[src/rtl/rel_ser_pkg.sv]
`timescale 1ns/1ps
package rel_ser_pkg;
  localparam int unsigned ELEM_DEF  = 4;
  localparam int unsigned IDX_W_DEF = 7;
  localparam int unsigned OFS_W_DEF = 7;
endpackage

[src/rtl/rel_ser_ofs_reg.sv]
`timescale 1ns/1ps
module rel_ser_ofs_reg #(
  parameter int unsigned NUM_ELEM = 4,
  parameter int unsigned OFS_W    = 7
) (
  input  logic                      clk_i,
  input  logic                      rst_ni,
  input  logic                      ld_i,
  input  logic [NUM_ELEM*OFS_W-1:0] ofs_i,
  output logic [NUM_ELEM*OFS_W-1:0] ofs_o
);
  always_ff @(posedge clk_i or negedge rst_ni) begin
    if (!rst_ni)   ofs_o <= '0;
    else if (ld_i) ofs_o <= ofs_i;
  end
endmodule

[src/rtl/rel_ser_eff_idx.sv]
`timescale 1ns/1ps
module rel_ser_eff_idx #(
  parameter int unsigned NUM_ELEM = 4,
  parameter int unsigned IDX_W    = 7,
  parameter int unsigned OFS_W    = 7
) (
  input  logic                      rel_en_i,
  input  logic [IDX_W-1:0]          base_i,
  input  logic [NUM_ELEM*OFS_W-1:0] ofs_i,
  output logic [NUM_ELEM*IDX_W-1:0] eff_o
);
  for (genvar e = 0; e < NUM_ELEM; e++) begin : g_elem
    logic [OFS_W-1:0] ofs;
    logic [IDX_W-1:0] ext;
    assign ofs = ofs_i[e*OFS_W +: OFS_W];
    if (OFS_W == IDX_W) begin : g_same
      assign ext = ofs;
    end else begin : g_sext
      assign ext = {{(IDX_W-OFS_W){ofs[OFS_W-1]}}, ofs};
    end
    // modulo wrap falls out of the truncated add
    assign eff_o[e*IDX_W +: IDX_W] = rel_en_i ? base_i + ext : base_i;
  end
endmodule

[src/rtl/rel_ser_group.sv]
`timescale 1ns/1ps
module rel_ser_group #(
  parameter int unsigned NUM_ELEM = 4,
  parameter int unsigned IDX_W    = 7
) (
  input  logic [NUM_ELEM-1:0]       pend_i,
  input  logic [NUM_ELEM*IDX_W-1:0] idx_i,
  output logic [IDX_W-1:0]          lead_o,
  output logic [NUM_ELEM-1:0]       sel_o,
  output logic [NUM_ELEM-1:0]       rest_o
);
  always_comb begin
    logic found;
    found  = 1'b0;
    lead_o = '0;
    for (int e = 0; e < NUM_ELEM; e++) begin
      if (pend_i[e] && !found) begin
        found  = 1'b1;
        lead_o = idx_i[e*IDX_W +: IDX_W];
      end
    end
  end

  for (genvar e = 0; e < NUM_ELEM; e++) begin : g_match
    assign sel_o[e] = pend_i[e] && (idx_i[e*IDX_W +: IDX_W] == lead_o);
  end

  assign rest_o = pend_i & ~sel_o;
endmodule

[src/rtl/rel_elem_serializer.sv]
`timescale 1ns/1ps
module rel_elem_serializer
  import rel_ser_pkg::*;
#(
  parameter int unsigned NUM_ELEM = ELEM_DEF,
  parameter int unsigned IDX_W    = IDX_W_DEF,
  parameter int unsigned OFS_W    = OFS_W_DEF
) (
  input  logic                      clk_i,
  input  logic                      rst_ni,
  input  logic                      ofs_ld_i,
  input  logic [NUM_ELEM*OFS_W-1:0] ofs_i,
  input  logic                      req_i,
  input  logic                      rel_en_i,
  input  logic [IDX_W-1:0]          base_idx_i,
  output logic                      ready_o,
  output logic                      acc_vld_o,
  output logic [IDX_W-1:0]          acc_idx_o,
  output logic [NUM_ELEM-1:0]       elem_sel_o,
  output logic                      wide_o,
  output logic                      stall_o,
  output logic                      done_o
);
  localparam int unsigned FLAT_IDX = NUM_ELEM * IDX_W;
  localparam int unsigned FLAT_OFS = NUM_ELEM * OFS_W;

  logic [FLAT_OFS-1:0] ofs_q;
  logic [FLAT_IDX-1:0] eff_idx;
  logic [FLAT_IDX-1:0] idx_q;
  logic [NUM_ELEM-1:0] pend_q;
  logic [NUM_ELEM-1:0] sel;
  logic [NUM_ELEM-1:0] rest;
  logic [IDX_W-1:0]    lead;
  logic                accept;

  rel_ser_ofs_reg #(.NUM_ELEM(NUM_ELEM), .OFS_W(OFS_W)) u_ofs (
    .clk_i  (clk_i),
    .rst_ni (rst_ni),
    .ld_i   (ofs_ld_i),
    .ofs_i  (ofs_i),
    .ofs_o  (ofs_q)
  );

  rel_ser_eff_idx #(.NUM_ELEM(NUM_ELEM), .IDX_W(IDX_W), .OFS_W(OFS_W)) u_eff (
    .rel_en_i (rel_en_i),
    .base_i   (base_idx_i),
    .ofs_i    (ofs_q),
    .eff_o    (eff_idx)
  );

  rel_ser_group #(.NUM_ELEM(NUM_ELEM), .IDX_W(IDX_W)) u_grp (
    .pend_i (pend_q),
    .idx_i  (idx_q),
    .lead_o (lead),
    .sel_o  (sel),
    .rest_o (rest)
  );

  assign accept = req_i && ready_o;

  always_ff @(posedge clk_i or negedge rst_ni) begin
    if (!rst_ni) begin
      pend_q <= '0;
      idx_q  <= '0;
    end else if (accept) begin
      pend_q <= '1;
      idx_q  <= eff_idx;
    end else begin
      pend_q <= rest;
    end
  end

  assign acc_vld_o  = |pend_q;
  assign acc_idx_o  = lead;
  assign elem_sel_o = sel;
  assign wide_o     = &sel;
  assign stall_o    = |rest;
  assign done_o     = acc_vld_o && !stall_o;
  assign ready_o    = !stall_o;
endmodule

[config.mk]
export PLATFORM = sky130hd
export DESIGN_NAME = rel_elem_serializer
export DESIGN_NICKNAME = d
export VERILOG_FILES = /design/src/rtl/rel_ser_pkg.sv /design/src/rtl/rel_ser_ofs_reg.sv /design/src/rtl/rel_ser_eff_idx.sv /design/src/rtl/rel_ser_group.sv /design/src/rtl/rel_elem_serializer.sv
export SDC_FILE = /design/constraint.sdc
export NUM_CORES = 1
export LEC_CHECK = 0
export ABC_AREA = 1
export BUFFER_PORTS_ARGS = -buffer_cell sky130_fd_sc_hd__buf_4
export CAP_MARGIN = 20
export CORE_UTILIZATION = 58
export DETAILED_ROUTE_END_ITERATION = 10
export GPL_ROUTABILITY_DRIVEN = 0
export GPL_TIMING_DRIVEN = 0
export PLACE_DENSITY_LB_ADDON = 0.05
export SLEW_MARGIN = 40
export SYNTH_ARGS = -nofsm -noshare
export SYNTH_HDL_FRONTEND = slang
export SYNTH_HIERARCHICAL = 1
export SYNTH_SLANG_ARGS = --single-unit
[constraint.sdc]
create_clock -name clk_i -period 2.2 [get_ports clk_i]
set_input_delay 0.22 -clock clk_i [delete_from_list [all_inputs] [get_ports clk_i]]
set_output_delay 0.22 -clock clk_i [all_outputs]
set_load 0.05 [all_outputs]
* Word level (Yosys, flattened, before mapping)
Cells that the tools add are included.
** Storage, ports and cells
- Output and inout port bits :: 16
- Input bits :: 40
- Word-level logic and storage cells :: 41
- Register bits after elaboration :: 60
** Cells by class
- Bitwise logic cells :: 2
- Mux-type cells :: 12
- Reduce and logical (&&, ||, !) cells :: 16
- Eq/ne operators :: 4
- Add/sub/neg operators :: 4
** Operators by type and width (count)
- $mux 7 :: 8
- $add 7x7->7 :: 4
- $eq 7x7->1 :: 4
- $logic_and 1x1->1 :: 9
- $reduce_or 4->1 :: 2
- $and 4x4->4 :: 1
- $logic_not 1->1 :: 4
- $mux 4 :: 1
- $not 4->4 :: 1
- $reduce_and 4->1 :: 1
- $mux 1 :: 3

* Depth between registers and ports, before layout
Gate-level depths: netlist of the first run.
- Depth after elaboration :: 18
- Mapped depth :: 18
- Mapped depth without buffers :: 16

* Cells and area by module
Netlist of the first run, hierarchy kept.
** Modules (own cells, without submodules)
- rel_elem_serializer :: area an instance 1370.1 um^2, cells each 148, instances 1, seq. area each 800.8 um^2
- rel_ser_eff_idx :: area an instance 1293.7 um^2, cells each 232, instances 1, seq. area each 0.0 um^2
- rel_ser_ofs_reg :: area an instance 1076.0 um^2, cells each 118, instances 1, seq. area each 700.7 um^2
- rel_ser_group :: area an instance 960.9 um^2, cells each 179, instances 1, seq. area each 0.0 um^2

* Least setup slack after synthesis of the first run
No wires, ideal clock.
- Path type :: register to output
- From :: register pend_q[0]
- To :: output done_o
- Path slack :: -1096 ps
- Arrival time :: 3076 ps
- Path buffers :: 3
- Cell stages (with the launch flop) :: 15
- Cell sequence :: dfrtp_1 > buf_6 > nor2_8 > buf_12 > nand3_2 > nand3_2 > nand2_1 > nand2_1 > nand3_1 > nor2_2 > a21oi_1 > nor2_4 > buf_4 > nand2_1 > a21oi_1
** Between the ends
- Longest elaborated chain between the ends :: 17
- Elaborated cells between the ends (all ways) :: 27
** Ends and longest elaborated chain
- from (decl) :: RTL line rel_elem_serializer.sv:30 : logic [NUM_ELEM-1:0] pend_q;
- from (signal assigned) :: RTL line rel_elem_serializer.sv:69 : pend_q <= rest;
- $mux 1 :: RTL line rel_ser_group.sv:17 : if (pend_i[e] && !found) begin
- $logic_not 1->1 :: RTL line rel_ser_group.sv:17
- $logic_and 1x1->1 :: RTL line rel_ser_group.sv:17
- $mux 1 :: RTL line rel_ser_group.sv:17
- $logic_not 1->1 :: RTL line rel_ser_group.sv:17
- $logic_and 1x1->1 :: RTL line rel_ser_group.sv:17
- $mux 1 :: RTL line rel_ser_group.sv:17
- $logic_not 1->1 :: RTL line rel_ser_group.sv:17
- [2 not listed]
- net acc_idx_o[1] :: RTL line rel_elem_serializer.sv:18 : output logic [IDX_W-1:0] acc_idx_o,
- [1 not listed]
- $logic_and 1x1->1 * :: RTL line rel_ser_group.sv:25 : assign sel_o[e] = pend_i[e] && (idx_i[e*IDX_W +: IDX_W] == lead_o);
- $not 4->4 * :: RTL line rel_ser_group.sv:28 : assign rest_o = pend_i & ~sel_o;
- $and 4x4->4 * :: RTL line rel_ser_group.sv:28
- net rest[1] :: RTL line rel_elem_serializer.sv:32 : logic [NUM_ELEM-1:0] rest;
- $reduce_or 4->1 * :: RTL line rel_elem_serializer.sv:77 : assign stall_o = |rest;
- net stall_o :: RTL line rel_elem_serializer.sv:21 : output logic stall_o,
- $logic_not 1->1 * :: RTL line rel_elem_serializer.sv:78 : assign done_o = acc_vld_o && !stall_o;
- $logic_and 1x1->1 * :: RTL line rel_elem_serializer.sv:78
- to (decl) :: RTL line rel_elem_serializer.sv:22 : output logic done_o
The timed path passes the listed nets; every way through them passes the cells marked *.

* Worst setup path after layout of the first run
- From :: register pend_q[0]
- To :: output done_o
** Between the ends
- Longest elaborated chain between the ends :: 17
- Elaborated cells between the ends (all ways) :: 27
** Ends and longest elaborated chain (RTL line)
- $mux 1 :: rel_ser_group.sv:17
- $logic_not 1->1 :: rel_ser_group.sv:17
- $logic_and 1x1->1 :: rel_ser_group.sv:17
- $mux 1 :: rel_ser_group.sv:17
- $logic_not 1->1 :: rel_ser_group.sv:17
- $logic_and 1x1->1 :: rel_ser_group.sv:17
- $mux 1 :: rel_ser_group.sv:17
- $logic_not 1->1 :: rel_ser_group.sv:17
- [2 not listed]
- $eq 7x7->1 * :: rel_ser_group.sv:25
- $logic_and 1x1->1 * :: rel_ser_group.sv:25
- $not 4->4 * :: rel_ser_group.sv:28
- $and 4x4->4 * :: rel_ser_group.sv:28
- net rest[2] :: rel_elem_serializer.sv:32
- $reduce_or 4->1 * :: rel_elem_serializer.sv:77
- $logic_not 1->1 * :: rel_elem_serializer.sv:78
- $logic_and 1x1->1 * :: rel_elem_serializer.sv:78
Marks and branches as above.

==> results of run 1 <==
[cells in the final DEF (no fill, tap or decap), types with 4 or more instances in the layout]
cell type,synthesis,routed
or2_4,4,4
nand3_1,47,42
nor2_1,30,20
xnor2_1,4,4
clkbuf_8,1,14
o21ai_0,6,6
buf_6,12,25
nor2_2,1,4
buf_4,4,69
nand3_2,22,11
nand3_4,0,16
dfrtp_1,60,60
nand4_1,40,40
a21oi_1,18,15
buf_2,9,5
nand2_2,5,22
inv_1,56,54
nand2_1,311,288
nor2_4,2,9
fa_1,4,4
buf_8,0,5
ha_1,24,24
nand2_4,2,6
[worst paths after layout]
kind / to / slack [ns] / cells past startpoint
worst max-delay path: done_o / -0.62 / 15
worst min-delay path: u_ofs/ofs_o[16]$_DFFE_PN0P_ / 0.07 / 3
worst max register to register: idx_q[13]$_DFFE_PN0P_ / -0.37 / 17
worst min register to register: u_ofs/ofs_o[23]$_DFFE_PN0P_ / 0.49 / 2
max in group asynchronous: idx_q[11]$_DFFE_PN0P_ / 1.21 / 2
min in group asynchronous: u_ofs/ofs_o[19]$_DFFE_PN0P_ / 0.49 / 2
[area by class of cell]
cell class / instances / area [um^2]
plain buffers: 28 / 292
flip-flops and latches: 60 / 1500
clock inverters: 3 / 42.5
well taps: 102 / 128
clock buffers: 13 / 179
fillers: 539 / 1600
inverters: 61 / 240
multi-input cells: 528 / 3080
repair buffers: 83 / 708
[sequential cells by signal (all words and copies together), names as in the netlist]
register / count
idx_q: 28
pend_q: 4
u_ofs/ofs_o: 28
[worst min-delay path, stage by stage]
cell,delay [ns]
buf_4,0.08
nand2_1,0.04
nand2_1,0.05
[routing by layer]
layer  up-vias  global-route usage [%]  share of wire [%]  routed length (um)
li1       2355                       -                  -                   -
met1      2227                    33.3                 38                5150
met2       174                    59.8                 52                7070
met3        63                    4.06                4.1                 559
met4         0                    19.3                5.2                 703
met5         -                       0                  0                   0
[timing repair]
action	4_1_cts	5_1_grt
hold buffers	1	0
setup buffers	17	7
gates cloned	4	0
setup endpoints to repair	39	39
pin swaps	35	20
hold endpoints to repair	60	0
gates resized for setup	59	32
[per-stage QoR]
| step | TNS [ns] | instance area [um^2] |
|---|---|---|
| floorplan | -0.707 | 4840 |
| CTS | -7.85 | 6000 |
| global route | -18.10 | 6170 |
| global placement | -7.27 | 5370 |
| detailed placement | -9.60 | 5370 |
| finish | -13.78 | 6170 |
[cell families (layout without fill, tap and decap cells)]
kind of cell    count (synthesis)  in the layout  share of synthesized area [%]
simple gates                  469            469                           46.1
buf+inv                        89            188                           10.2
flops                          60             60                           31.9
fa+ha+maj                      28             28                           8.09
compound gates                 25             25                           2.66
xor+xnor                        5              5                          0.932
other cells                     1              1                         0.0798
[power breakdown]
| group | switching (uW) | total, uW | internal, uW |
|---|---|---|---|
| clock network | 429 | 1070 | 645 |
| logic | 2760 | 4440 | 1680 |
| registers | 346 | 1750 | 1410 |
| total | 3540 | 7270 | 3730 |
==> flow_summary.toml, run 1 <==
[timing]
slew_headroom_pct = 49.6
tightest_slew_ns = 0.756
setup_slack_ns = -0.617
fmax_mhz = 355
period_share_pct = 128
finalHoldViolCount = 0
finalSetupViolCount = 39
drv_slew = 0
rsz0062_at_grt = "true"
fin_skew_ns = 0.00645
whs_ns = 0.0741
period_minus_slack_ns = 2.82

[detailed_routing]
dr_total_vias = 4819
viasPerCell = 5.49
dr.pass1.iters = 5
antenna_left = 0
totalWireLength_um = 13500
wire_per_inst_um = 15.4
drcViolationCount = 0
drt_iter0_drc = 267

[synth]
postSynthAreaPerCell_um2 = 6.94
syn_area_mm2 = 0.00470
synth_top_area_share_pct = 31.9
yosysTopAreaCell = "dfrtp_1"
synthDistinctLibCells = 32
synth_common_cells = "311 x nand2_1, 60 x dfrtp_1, 56 x inv_1"
synth_nets = 745
synth-edff-count = 0
yosys-top-cells-area = "dfrtp_1 32%, nand2_1 25%, ha_1 6.4%"
synth_most_common_cell = "nand2_1"
yosysSeqAreaShare_pct = 31.9
ys_ff_latch = 60
synthCells = 677
synth_ff_type = "dfrtp_1"
synthArstFlopShare_pct = 100
yosys_warnings = 6

[worst_setup_path]
crit_slowest_cell = "dfrtp_1"
critical_path.cell_chain = "buf_6, nor2_8, clkbuf_16, nand3_2, nand3_4, nand3_1, nand2_1, nand2_2, nor2_4, a21oi_4, nor2_4, buf_8, nand2_8, a21oi_4, buf_6"
reg2reg_from = "pend_q[0]$_DFF_PN0_"
path_buf_inv = 4
worstSetupPathType = "reg2out"
max_stage_delay_ns = 0.40
critPathCaptureType = "output port"
critical_path_required_ns = 1.98
startpoint = "pend_q[0]$_DFF_PN0_"
critPathLaunchType = "flip-flop"
cp.arrival_ns = 2.60
critical-path-top-delay-family = "simple AND/OR/NAND/NOR gates"
crit_fanout = 6

[hold_path]
min_path_type = "in2reg"
holdCritStartpoint = "ofs_i[16]"

[placement]
dp_hpwl_um = 9210
io_buffers = 54
preCtsSetupSlack_ns = -0.463
place_inst = 833

[run]
drv_cap = 0

[cells_and_area]
num-nets-final = 839
final_core_util_pct = 79.4
antenna_cells = 0
final_cells = 878
drive_gt1_share_pct = 27.4
area_delta_synth_final_pct = 31.2

[floorplan]
die_x_um = 92.0
start_util_pct = 60.5
std_cell_rows = 32
coreArea_mm2 = 0.00777
die-area_mm2 = 0.00847
die_y_um = 92.0
io_pins = 56

[global_routing]
grt_pass1_vias = 4736
grt_pass1_wl_um = 21000
antenna_found_initial = 0
grt_start_max_net_pins = 61
overflow = 0
grt_usage_pct = 31.8

[power]
vdd_drop_max_v = 0.000524
leakagePower_uw = 0.00336
power_uw = 7270
pwr_density_cell_mw_per_mm2 = 1180

[clock_network]
cts_tree = "done"
clk_pin_slew_worst_paths_ns = 0.07
clk_latency_ns = 0.34
cts.sinks = 60
cts-htree-levels = 3
cts_root_buf = "clkbuf_8"
cts_buffers = 9
cts_buffer_depth = 2

[run_status]
violations = "negative setup slack"
outcome = "finished with violations"
No activity file was read; power rests on OpenSTA's default activity.
==> run 2: changes to the inputs <==
- ABC_AREA: 1 -> unset
- CELL_PAD_IN_SITES_DETAIL_PLACEMENT: unset -> 1
- CELL_PAD_IN_SITES_GLOBAL_PLACEMENT: unset -> 2
- CORE_UTILIZATION: 58 -> 39
==> run 2 against run 1 <==
The run still ends with negative setup slack left. Global-route usage down 7.2 points. Area after synthesis up 3.9%. Flip-flop and latch count unchanged. Power up 5.7%. Clock power up 55%. Critical path depth down 5. Die area up 53%. Final area up 2.0%. Synthesized cell count down 31%. Critical path type unchanged.
==> flow_summary.toml, run 2 <==
[floorplan]
die_y_um = 114
start_util_pct = 40.3
std_cell_rows = 40
coreArea_mm2 = 0.0121
io_pins = 56
die-area_mm2 = 0.0130
die_x_um = 114

[synth]
postSynthAreaPerCell_um2 = 10.5
synth_most_common_cell = "dfrtp_1"
syn_area_mm2 = 0.00489
synthArstFlopShare_pct = 100
synth_common_cells = "60 x dfrtp_1, 46 x mux2_4, 39 x nand2_1"
yosys-top-cells-area = "dfrtp_1 31%, mux2_4 14%, ha_1 6.1%"
yosysSeqAreaShare_pct = 30.7
synth-edff-count = 0
synth_nets = 532
synth_ff_type = "dfrtp_1"
synthDistinctLibCells = 74
yosys_warnings = 6
synth_top_area_share_pct = 30.7
synthCells = 464
yosysTopAreaCell = "dfrtp_1"
ys_ff_latch = 60

[cells_and_area]
stdcell_area_mm2 = 0.00629
final_cell_mix = "59 x buf_4, 57 x dfrtp_1, 46 x mux2_4"
fill_cells = 1327
drive_gt1_share_pct = 38.1
num-nets-final = 614
antenna_cells = 0
reg_top3 = "idx_q: 28 flops, u_ofs/ofs_o: 28 flops, pend_q: 4 flops"
final_common_cell = "buf_4"
final_core_util_pct = 52.0
area_delta_synth_final_pct = 28.8

[detailed_routing]
drcViolationCount = 0
dr.pass1.iters = 4
drt_iter0_drc = 151
antenna_left = 0
dr_total_vias = 4016
viasPerCell = 5.59
totalWireLength_um = 14800
wire_per_inst_um = 20.5

[power]
internal-power_uw = 4550
p_seq_share_pct = 25.9
combPwrFrac_pct = 52.5
vdd_drop_max_v = 0.000338
p_sw_uw = 3140
clkPwrFrac_pct = 21.7
p_sw_share_pct = 40.8
leakagePower_uw = 0.00292
pwr_density_cell_mw_per_mm2 = 1220

[placement]
place_area_mm2 = 0.00557
dp_hpwl_um = 11100
preCtsSetupSlack_ns = -1.40
io_buffers = 53

[clock_network]
clk_latency_ns = 0.33
cts.sinks = 60
cts_buffer_depth = 2
cts_root_buf = "clkbuf_16"
clk_pin_slew_worst_paths_ns = 0.06
cts-htree-levels = 3
cts_buffers = 9
cts_tree = "done"

[global_routing]
grt_pass1_wl_um = 23900
grt_start_max_net_pins = 61
antenna_found_initial = 0
grt_usage_pct = 24.5
overflow = 0
grt_pass1_vias = 4382

[worst_setup_path]
crit_fanout = 5
cp.arrival_ns = 3.08
worstSetupPathType = "reg2out"
critPathCaptureType = "output port"
max_stage_delay_ns = 0.55
cpMostUsedCell = "buf_6"
critical_path.cell_chain = "buf_6, nor4b_4, and3_1, a211oi_1, or4b_4, o31a_1, nor4_4, buf_6, inv_2, buf_6"
crit_slowest_cell = "or4b_4"
critPathLaunchType = "flip-flop"
critical_path_required_ns = 1.98

[hold_path]
min_path_type = "in2reg"

[run_status]
outcome = "finished with violations"
violations = "negative setup slack"

[timing]
finalSetupViolCount = 39
drv_slew = 0
finalHoldViolCount = 0
fin_skew_ns = 0.00786
setup_slack_ns = -1.10
period_minus_slack_ns = 3.30
whs_ns = 0.117
rsz0062_at_grt = "true"
fmax_mhz = 303
period_share_pct = 150
slew_headroom_pct = 62.7
tightest_slew_ns = 0.559

[run]
drv_cap = 0
[run 2: cell count changes after synthesis, moves of 10 or more]
cell,delta
nor2b_1,+12
nand4_1,-36
nand2_1,-272
inv_1,-48
nand3_2,-22
a21o_1,+13
nor2_1,-16
nand3_1,-43
mux2_2,+15
mux2_4,+46
xnor2_1,+10
nand2b_1,+16
[run 2: power groups by stage]
stage	combinational (uW)	clock (uW)	sequential, uW
finish	4030	1660	1990
global route	4300	1740	2050
CTS	3840	1690	1980
detailed placement	3510	0	2000
global placement	3450	0	1980
floorplan	2690	0	1770
[run 2: worst max-delay path, delay by kind of cell (launching register included)]
kind            cells  cell delay [ns]
buf+inv             4             0.49
compound gates      2             0.40
simple gates        4             1.45
flops               1             0.41
[run 2: cell type report]
| class | instances | area, um^2 | share of cell area, % |
|---|---|---|---|
| timing repair buffer | 71 | 618 | 9.82 |
| clock buffer | 12 | 256 | 4.07 |
| buffer | 23 | 228 | 3.62 |
| clock inverter | 4 | 95.1 | 1.51 |
| inverter | 9 | 33.8 | 0.537 |
| multi-input combinational | 372 | 3350 | 53.2 |
| sequential | 60 | 1510 | 23.9 |
| tap | 168 | 210 | 3.34 |
[run 2: cells by family after synthesis]
kind of cell | Yosys count | share of synthesized area, %
xor gates and xnor gates | 17 | 3.05
DFF | 60 | 30.7
AOI/OAI and AO/OA | 111 | 16.8
other | 1 | 0.0768
buffers and inverters | 32 | 4.33
adders and majority gates | 28 | 7.78
muxes | 67 | 18.8
and+or+nand+nor | 148 | 18.4
[run 2: final timing paths]
| path | start | endpoint | slack, ns | cells past startpoint |
|---|---|---|---|---|
| hold / removal | ofs_i[16] | u_ofs/ofs_o[16]$_DFFE_PN0P_ | 0.12 | 2 |
| setup reg to reg | pend_q[2]$_DFF_PN0_ | idx_q[21]$_DFFE_PN0P_ | -1.04 | 11 |
| min in group asynchronous | rst_ni | idx_q[20]$_DFFE_PN0P_ | 0.43 | 2 |
| max in group asynchronous | rst_ni | pend_q[0]$_DFF_PN0_ | 1.35 | 2 |
| setup / recovery | pend_q[2]$_DFF_PN0_ | stall_o | -1.10 | 10 |
| hold reg to reg | u_ofs/ofs_o[25]$_DFFE_PN0P_ | u_ofs/ofs_o[25]$_DFFE_PN0P_ | 0.52 | 1 |
[run 2: repair_timing]
action                                 4_1_cts  5_1_grt
endpoints found under the hold margin        4        0
setup buffers                               14        2
setup endpoints to repair                   44       42
hold buffers                                 1        0
gates cloned                                 0        1
gates resized for setup                     30       15
pin swaps                                    8        3
[run 2: metrics by stage]
step	total power [uW]	setup TNS, ns	instances
floorplan	4460	-47.30	464
global placement	5430	-46.89	685
detailed placement	5510	-48.58	685
CTS	7500	-38.28	716
global route	8100	-42.25	719
finish	7680	-37.95	719
[run 2: routing by layer]
layer	vias to the layer above	GRT usage (%)	part of all wire (%)	wire length, um
met1	2003	29.8	44	6540
li1	1910	-	-	-
met3	30	3.45	2.4	361
met5	-	0	0	0
met4	0	11.9	3.6	528
met2	73	42.7	50	7340
==> run 3: changes to the inputs <==
- PLACE_DENSITY: unset -> 0.8
- PLACE_DENSITY_LB_ADDON: 0.05 -> unset
==> run 3 against run 2 <==
The flow still finishes with violations (negative setup slack). Power grew 0.79%. Final area grew 0.80%. Maximum frequency is essentially flat. Routed wire length shrank 0.93%. Setup slack lost 0.0020 ns. Via count grew 1.7%. Sequential power is essentially flat. Utilization grew 0.41 points. Count of clock-buffer cells in the layout is the same. Largest power group unchanged. Flip-flop and latch count is the same. Die area is the same.
==> flow_summary.toml, run 3 (synthesis gave the netlist of run 2 again) <==
[hold_path]
min_to = "u_ofs/ofs_o[11]$_DFFE_PN0P_"
min_path_type = "in2reg"
hold_path_depth = 2
holdCritStartpoint = "ofs_i[11]"

[placement]
dp_hpwl_um = 11000
place_inst = 685
preCtsSetupSlack_ns = -1.37
io_buffers = 53

[cells_and_area]
final_core_util_pct = 52.4
drive_gt1_share_pct = 39.5
final_common_cell = "buf_4"
antenna_cells = 0
final_cell_mix = "68 x buf_4, 57 x dfrtp_1, 46 x mux2_4"
fill_cells = 1338
area_delta_synth_final_pct = 29.9
reg_top3 = "idx_q: 28 flops, u_ofs/ofs_o: 28 flops, pend_q: 4 flops"
final_cells = 727
num-nets-final = 622

[worst_setup_path]
critical_path.cell_chain = "or4b_4, nor2_4, o32ai_4, or4b_4, o31a_1, nor4_4, buf_4, inv_2, buf_6"
r2r-end = "idx_q[5]$_DFFE_PN0P_"
crit_slowest_cell = "or4b_4"
max_stage_delay_ns = 0.57
crit_fanout = 6
cpMostUsedCell = "or4b_4"
cp.arrival_ns = 3.08
critPathCaptureType = "output port"
critical_path_required_ns = 1.98
critPathLaunchType = "flip-flop"
reg2reg_slack_ns = -1.07
worstSetupPathType = "reg2out"
reg2reg_from = "pend_q[0]$_DFF_PN0_"
r2r_cells = 10

[clock_network]
cts_root_buf = "clkbuf_16"
cts_buffers = 9
cts.sinks = 60
clk_latency_ns = 0.33
cts_tree = "done"
clk_pin_slew_worst_paths_ns = 0.05
cts_buffer_depth = 2
cts-htree-levels = 3

[timing]
fmax_mhz = 303
fin_skew_ns = 0.00832
fin_setup_tns_ns = -39.04
finalHoldViolCount = 0
slew_headroom_pct = 62.5
drv_slew = 0
whs_ns = 0.119
tightest_slew_ns = 0.562
rsz0062_at_grt = "true"
setup_slack_ns = -1.10
period_share_pct = 150
finalSetupViolCount = 40
period_minus_slack_ns = 3.30

[detailed_routing]
drt_iter0_drc = 178
antenna_left = 0
dr.pass1.iters = 4
dr_total_vias = 4086
drcViolationCount = 0
wire_per_inst_um = 20.1
viasPerCell = 5.62
totalWireLength_um = 14600

[floorplan]
coreArea_mm2 = 0.0121
die_y_um = 114
die-area_mm2 = 0.0130
start_util_pct = 40.3
die_x_um = 114
std_cell_rows = 40
io_pins = 56

[run_status]
outcome = "finished with violations"
violations = "negative setup slack"

[global_routing]
antenna_found_initial = 0
grt_start_max_net_pins = 61
grt_pass1_wl_um = 23700
grt_pass1_vias = 4357
grt_usage_pct = 24.0
overflow = 0

[power]
leakagePower_uw = 0.00295
pwr_density_cell_mw_per_mm2 = 1220
vdd_drop_max_v = 0.000413

[run]
drv_cap = 0
-- run 3: worst max-delay path by stage --
stage               slack, ns                     to  depth (start not counted)                 from
floorplan               -1.36                 wide_o                          6  pend_q[1]$_DFF_PN0_
global placement        -1.36  idx_q[19]$_DFFE_PN0P_                         10  pend_q[0]$_DFF_PN0_
detailed placement      -1.37  idx_q[21]$_DFFE_PN0P_                         10  pend_q[0]$_DFF_PN0_
CTS                     -1.09                stall_o                          9  pend_q[2]$_DFF_PN0_
global route            -1.23                stall_o                         12  pend_q[1]$_DFF_PN0_
finish                  -1.10                stall_o                          9  pend_q[0]$_DFF_PN0_
-- run 3: final cells by class --
class,count,area (um^2),share of cell area [%]
well taps,168,210,3.31
flip-flops and latches,60,1510,23.7
clock buffers,12,246,3.88
plain buffers,23,241,3.81
repair buffers,79,659,10.4
multi-input cells,372,3380,53.2
clock inverters,4,72.6,1.14
inverters,9,33.8,0.532
-- run 3: power breakdown --
part | internal [uW] | total, uW | switching, uW
Clock | 1020 | 1510 | 487
Sequential | 1440 | 2010 | 568
Combinational | 2080 | 4230 | 2150
Total | 4540 | 7740 | 3200
-- run 3: layer usage --
metal	global-route usage [%]	vias to the layer above	routed length [um]	share of wire, %
met4	11.4	0	537	3.7
met3	3.61	29	433	3.0
li1	-	1926	-	-
met2	40.8	98	7290	50
met5	0	-	0	0
met1	30.0	2033	6380	44
-- run 3: repair_timing --
action,CTS,global route
buffers inserted,10,15
setup endpoints to repair,42,43
hold buffers,1,0
pin swaps,5,12
resized for setup,36,25
hold endpoints to repair,51,0
-- run 3: worst max-delay path, delay by kind of cell (launching register included) --
kind                   cells  cell delay [ns]
buffers and inverters      3             0.37
AOI/OAI and AO/OA          2             0.43
DFF                        1             0.46
and+or+nand+nor            4             1.48
-- run 3: stage by stage --
stage	instance area (um^2)	power [uW]
2_1_floorplan	4960	4460
3_3_place_gp	5570	5420
3_5_place_dp	5570	5500
4_1_cts	6140	7400
5_1_grt	6340	8170
6_report	6340	7740
